$ cat src/rtl/mbp_pkg.sv
package mbp_pkg;
   localparam int CTRL_W      = 32;
   localparam int DOM_W       = 2;
   localparam int ID_W        = 6;
   localparam int LANE_N      = 4;
   localparam int CTRL_WR_BIT = 0;
   localparam int CTRL_DOM_LO = 1;
   localparam int CTRL_STB_LO = 3;
   localparam int CTRL_ID_LO  = 25;
   localparam int CTRL_RO_BIT = 31;
   localparam logic [CTRL_W-1:0] CTRL_RO_MASK = CTRL_W'(1) << CTRL_RO_BIT;

   localparam int OFF_ADDR = 0;
   localparam int OFF_DATA = 4;
   localparam int OFF_CTRL = 8;

   typedef enum logic [1:0] {
      SQ_IDLE = 2'd0,
      SQ_REQ  = 2'd1,
      SQ_RSP  = 2'd2
   } seq_state_e;
endpackage

$ cat src/rtl/mbp_regs.sv
module mbp_regs
   import mbp_pkg::*;
#(
   parameter int DATA_W    = 32,
   parameter int REG_AW    = 4,
   parameter bit REG_RDATA = 1'b0
) (
   input  logic              clk,
   input  logic              rst_n,
   input  logic              we,
   input  logic [REG_AW-1:0] addr,
   input  logic [DATA_W-1:0] wdata,
   input  logic              lock,
   input  logic              cap_en,
   input  logic [DATA_W-1:0] cap_data,
   output logic [DATA_W-1:0] rdata,
   output logic [DATA_W-1:0] addr_q,
   output logic [DATA_W-1:0] data_q,
   output logic              f_write,
   output logic [DOM_W-1:0]  f_dom,
   output logic [LANE_N-1:0] f_strb,
   output logic [ID_W-1:0]   f_id,
   output logic              ctrl_acc
);
   localparam logic [REG_AW-1:0] A_ADDR = REG_AW'(OFF_ADDR);
   localparam logic [REG_AW-1:0] A_DATA = REG_AW'(OFF_DATA);
   localparam logic [REG_AW-1:0] A_CTRL = REG_AW'(OFF_CTRL);

   logic              hit_addr, hit_data, hit_ctrl;
   logic [DATA_W-1:0] ctrl_q;
   logic [DATA_W-1:0] rd_mux;

   assign hit_addr = (addr == A_ADDR);
   assign hit_data = (addr == A_DATA);
   assign hit_ctrl = (addr == A_CTRL);
   assign ctrl_acc = we && hit_ctrl && !lock;

   always_ff @(posedge clk or negedge rst_n) begin
      if (!rst_n) begin
         addr_q <= '0;
      end else if (we && hit_addr && !lock) begin
         addr_q <= wdata;
      end
   end

   always_ff @(posedge clk or negedge rst_n) begin
      if (!rst_n) begin
         data_q <= '0;
      end else if (cap_en) begin
         data_q <= cap_data;
      end else if (we && hit_data && !lock) begin
         data_q <= wdata;
      end
   end

   always_ff @(posedge clk or negedge rst_n) begin
      if (!rst_n) begin
         ctrl_q <= '0;
      end else if (ctrl_acc) begin
         ctrl_q <= wdata & ~CTRL_RO_MASK;
      end
   end

   assign f_write = ctrl_q[CTRL_WR_BIT];
   assign f_dom   = ctrl_q[CTRL_DOM_LO +: DOM_W];
   assign f_strb  = ctrl_q[CTRL_STB_LO +: LANE_N];
   assign f_id    = ctrl_q[CTRL_ID_LO +: ID_W];

   always_comb begin
      rd_mux = '0;
      if (hit_addr) rd_mux = addr_q;
      if (hit_data) rd_mux = data_q;
      if (hit_ctrl) rd_mux = ctrl_q;
   end

   generate
      if (REG_RDATA) begin : g_rd_reg
         logic [DATA_W-1:0] rd_q;
         always_ff @(posedge clk or negedge rst_n) begin
            if (!rst_n) rd_q <= '0;
            else        rd_q <= rd_mux;
         end
         assign rdata = rd_q;
      end else begin : g_rd_comb
         assign rdata = rd_mux;
      end
   endgenerate
endmodule

$ cat src/rtl/mbp_seq.sv
module mbp_seq
   import mbp_pkg::*;
(
   input  logic clk,
   input  logic rst_n,
   input  logic ctrl_acc,
   input  logic new_write,
   input  logic rd_disable,
   input  logic req_ready,
   input  logic rsp_valid,
   output logic req_valid,
   output logic busy,
   output logic cap_en
);
   seq_state_e st_q, st_d;
   logic       op_wr_q;
   logic       launch;

   assign launch = ctrl_acc && (new_write || !rd_disable);

   always_comb begin
      st_d = st_q;
      unique case (st_q)
         SQ_IDLE: if (launch)    st_d = SQ_REQ;
         SQ_REQ:  if (req_ready) st_d = SQ_RSP;
         SQ_RSP:  if (rsp_valid) st_d = SQ_IDLE;
         default:                st_d = SQ_IDLE;
      endcase
   end

   always_ff @(posedge clk or negedge rst_n) begin
      if (!rst_n) begin
         st_q    <= SQ_IDLE;
         op_wr_q <= 1'b0;
      end else begin
         st_q <= st_d;
         if (launch) op_wr_q <= new_write;
      end
   end

   assign req_valid = (st_q == SQ_REQ);
   assign busy      = (st_q != SQ_IDLE);
   assign cap_en    = (st_q == SQ_RSP) && rsp_valid && !op_wr_q;
endmodule

$ cat src/rtl/mmio_bus_proxy.sv
module mmio_bus_proxy
   import mbp_pkg::*;
#(
   parameter int DATA_W    = 32,
   parameter int REG_AW    = 4,
   parameter bit REG_RDATA = 1'b0
) (
   input  logic                   clk,
   input  logic                   rst_n,
   input  logic                   rd_disable,
   input  logic                   sl_we,
   input  logic [REG_AW-1:0]      sl_addr,
   input  logic [DATA_W-1:0]      sl_wdata,
   output logic [DATA_W-1:0]      sl_rdata,
   output logic                   m_req_valid,
   input  logic                   m_req_ready,
   output logic [DATA_W-1:0]      m_addr,
   output logic [DATA_W-1:0]      m_wdata,
   output logic [DATA_W/8-1:0]    m_strb,
   output logic                   m_write,
   output logic [DOM_W-1:0]       m_domain,
   output logic [ID_W-1:0]        m_master_id,
   input  logic                   m_rsp_valid,
   input  logic [DATA_W-1:0]      m_rsp_rdata
);
   generate
      if (DATA_W != CTRL_W) begin : g_bad_width
         $error("mmio_bus_proxy: DATA_W must equal the control word width");
      end
      if (REG_AW < 4) begin : g_bad_aw
         $error("mmio_bus_proxy: REG_AW too small for three word registers");
      end
   endgenerate

   logic busy, cap_en, ctrl_acc;
   logic [LANE_N-1:0] strb_w;

   mbp_regs #(
      .DATA_W   (DATA_W),
      .REG_AW   (REG_AW),
      .REG_RDATA(REG_RDATA)
   ) regs_i (
      .clk     (clk),
      .rst_n   (rst_n),
      .we      (sl_we),
      .addr    (sl_addr),
      .wdata   (sl_wdata),
      .lock    (busy),
      .cap_en  (cap_en),
      .cap_data(m_rsp_rdata),
      .rdata   (sl_rdata),
      .addr_q  (m_addr),
      .data_q  (m_wdata),
      .f_write (m_write),
      .f_dom   (m_domain),
      .f_strb  (strb_w),
      .f_id    (m_master_id),
      .ctrl_acc(ctrl_acc)
   );

   assign m_strb = strb_w;

   mbp_seq seq_i (
      .clk       (clk),
      .rst_n     (rst_n),
      .ctrl_acc  (ctrl_acc),
      .new_write (sl_wdata[CTRL_WR_BIT]),
      .rd_disable(rd_disable),
      .req_ready (m_req_ready),
      .rsp_valid (m_rsp_valid),
      .req_valid (m_req_valid),
      .busy      (busy),
      .cap_en    (cap_en)
   );
endmodule

$ cat config.mk
export PLATFORM = sky130hd
export DESIGN_NAME = mmio_bus_proxy
export DESIGN_NICKNAME = d
export VERILOG_FILES = /design/src/rtl/mbp_pkg.sv /design/src/rtl/mbp_regs.sv /design/src/rtl/mbp_seq.sv /design/src/rtl/mmio_bus_proxy.sv
export SDC_FILE = /design/constraint.sdc
export NUM_CORES = 1
export LEC_CHECK = 0
export BUFFER_PORTS_ARGS = -buffer_cell sky130_fd_sc_hd__buf_2
export CORE_UTILIZATION = 45
export CTS_CLUSTER_DIAMETER = 100
export DETAILED_ROUTE_END_ITERATION = 10
export GPL_TIMING_DRIVEN = 1
export PLACE_DENSITY = 0.73
export SLEW_MARGIN = 20
export SYNTH_ARGS = -nofsm -noshare
export SYNTH_HDL_FRONTEND = slang
export SYNTH_SLANG_ARGS = --single-unit
$ cat constraint.sdc
create_clock -name clk -period 2.35 [get_ports clk]
set_clock_uncertainty 0.2 [all_clocks]
set_input_delay 0.5875 -clock clk [delete_from_list [all_inputs] [get_ports clk]]
set_output_delay 0.5875 -clock clk [all_outputs]
set_load 0.05 [all_outputs]
==> run_results.csv <==
group,metric,value,unit
run_status,violations,"setup timing",
sta,timing.fmax,366,MHz
global_routing,antenna_found_initial,0,
sta,setup_violations,32,
worst_setup_path,critical-path-top-delay-family,"buffers and inverters",
run_status,outcome,"finished, violations left",
logic_synthesis,synth_seq_cells,98,
floorplan,row_count,37,
flow_run,cap_violations,0,
logic_synthesis,synth.distinct_cells,29,
pwr,p_leak,3.35,nW
drt,vias,4599,
drt,dr.pass1.iters,4,
logic_synthesis,synth.cell_area,4830,sq um
layout,stdcell_area,7410,sq um
floorplan,io_pins,184,
logic_synthesis,syn_avg_cell_area,10.6,sq um
logic_synthesis,synth_edf_count,0,
logic_synthesis,yosysWarningCount,0,
drt,totalWireLength,15600,um
min_path,min_path_type,"primary input to asynchronous set/reset pin",
layout,layout_commonest_cell,"buf_2",
cts,clockBufferDepth,2,
cts,cts_sinks,98,
placed_design,dp.cells,751,
pwr,p_sw,0.00311,W
drt,dr.first_iter.drc_count,387,
worst_setup_path,cp_num_buf_inv,6,
floorplan,die-area,11100,sq um
pwr,seq_power_share,38.6,%
sta,fin_crit_sh,116,%
drt,detail-route-antenna-nets,0,
pwr,powerDensity,907,nW/um^2
worst_setup_path,path_common_cell,"buf_6",
global_routing,grt_pass1_wl,24100,um
worst_setup_path,max_stage_delay,0.24,ns
drt,post_drt_wl_per_cell,19.9,um
placed_design,finalWeightedCongestion,0.787,
layout,syn2layout_area_growth,53.5,%
placed_design,place.port_buffers,183,
drt,drc,0,
worst_setup_path,crit_type,"primary input to output pin",
pwr,switching_share,46.3,%
cts,cts.htree.levels,3,
cts,cts_root_buf,"clkbuf_8",
floorplan,fp.dieH,106,um
layout,fin_util,71.5,%
logic_synthesis,synth_flop_cell,"dfrtp_1",
placed_design,post-dp-hpwl,9690,um
cts,clock_latency,0.36,ns
worst_setup_path,worstPathRequired,1.56,ns
pwr,p_int,0.00361,W
pwr,ir_worst_vdd,0.000529,V
pwr,combPwrFrac,44.3,%
pwr,total_power,0.00672,W
global_routing,grt_pass1_vias,4665,
pwr,clkPwrFrac,17.1,%
sta,setup_ws,-0.379,ns
worst_setup_path,end_kind,"output pin",
worst_setup_path,path_max_fanout,8,
layout,final_cell_mix,"buf_2, dfrtp_1, buf_6",
global_routing,grt_overflow,0,
logic_synthesis,postSynthNetCount,530,
global_routing,track_usage,27.7,%
floorplan,core,10400,sq um
cts,cts_buffers,9,
floorplan,start_util,46.5,%
sta,finalHoldViolations,0,
placed_design,place_area,6440,sq um
cts,cts_tree,"built",
sta,min_period,2.73,ns
sta,holdWs,0.0507,ns
sta,slew_viol_final,0,
sta,relSlewSlack,64.3,%
layout,n_antenna_cell,0,
worst_setup_path,crit_arrival,1.94,ns
worst_setup_path,crit_slowest_cell,"nor4_4",
worst_setup_path,path_cells,"buf_8, buf_6, nor4_4, buf_4, clkbuf_16, buf_12, a22oi_2, a21oi_4, buf_6",
layout,drive_above_1_share,60.3,%
drt,vias_per_cell,5.87,
sta,worstMarginPinSlew,0.536,ns
global_routing,grt_max_degree,99,
sta,grt_setup_unrepaired,"yes",
logic_synthesis,async_reset_ff_share,100,%
cts,clk_pin_slew,0.09,ns
floorplan,die_x,106,um
layout,instances_no_fill,783,
logic_synthesis,synth_cells,456,
layout,fin_nets,717,
logic_synthesis,ys_seq_area_share,50.8,%
worst_setup_path,critPathLaunchType,"primary input",
## area by class of cell
cell class                 instances  area (sq um)
multi-input combinational        303          2760
timing repair buffer             229          1810
inverter                           2          7.51
fill                             730          2960
tap                              136           170
clock buffer                       9           124
sequential                        98          2450
clock inverter                     6          82.6
## kinds of logic (layout without fill, tap and decap cells)
family / Yosys count / after routing / synth area share, %
AOI/OAI and AO/OA: 133 / 133 / 16.4
buffers and inverters: 55 / 246 / 5.78
DFF: 98 / 98 / 50.8
muxes: 62 / 62 / 16.6
and+or+nand+nor: 108 / 108 / 10.4
## registers in the layout (all words and copies together), names as in the netlist
register       count
regs_i.addr_q     32
regs_i.ctrl_q     31
regs_i.data_q     32
seq_i.op_wr_q      1
seq_i.st_q         2
## per-stage QoR
stage	setup TNS, ns	setup WS [ns]
after global routing	-11.61	-0.405
after CTS	-9.96	-0.349
after global placement	-19.98	-0.448
after detailed placement	-22.01	-0.472
final	-10.80	-0.379
after floorplan	-8.23	-0.266
## Yosys cell counts (2+ instances only)
cell / count / area (sq um)
clkbuf_1: 31 / 116
nand2b_1: 2 / 12.5
nand2_1: 2 / 7.51
nor2_1: 63 / 236
inv_1: 2 / 7.51
buf_2: 4 / 20.0
buf_6: 3 / 33.8
a31oi_1: 32 / 200
nor2b_1: 2 / 12.5
dfrtp_1: 98 / 2450
nand3_1: 32 / 160
buf_1: 3 / 11.3
buf_4: 12 / 90.1
o21ai_0: 36 / 180
a21oi_1: 31 / 155
a22oi_1: 31 / 233
mux2_2: 30 / 338
mux2_1: 5 / 56.3
mux2_4: 27 / 405
## power by group through the flow
stage | Combinational, W | Clock, W | Sequential, W
floorplan | 0.00105 | 0 | 0.00361
global placement | 0.00281 | 0 | 0.00251
detailed placement | 0.00286 | 0 | 0.00253
CTS | 0.00294 | 0.00117 | 0.00255
global route | 0.00310 | 0.00126 | 0.00265
finish | 0.00298 | 0.00115 | 0.00259
## per-layer routing
metal	vias up	part of all wire, %	track usage (%)
met4	0	2.6	13.2
li1	2016	-	-
met5	-	0	0
met2	236	50	44.8
met1	2304	42	37.1
met3	43	5.5	3.59
## what timing repair did
item / in CTS / in global routing
gates cloned: 2 / 2
hold buffers: 0 / 0
setup buffers: 6 / 8
pin swaps: 3 / 26
endpoints found under the hold margin: 0 / 0
gates resized for setup: 109 / 43
setup endpoints to repair: 32 / 32
## final timing paths
kind                                endpoint              from  depth (start not counted)  slack, ns
max                              sl_rdata[2]        sl_addr[3]                          9      -0.38
min                            seq_i.op_wr_q             rst_n                          2       0.05
max reg2reg                 regs_i.data_q[1]     seq_i.st_q[1]                          4       0.41
min reg2reg                 regs_i.addr_q[8]  regs_i.addr_q[8]                          1       0.33
max in group asynchronous  regs_i.addr_q[19]             rst_n                          2       1.46
min in group clk            regs_i.ctrl_q[1]       sl_wdata[1]                          2       0.27
No activity file was read; power rests on OpenSTA's default activity.
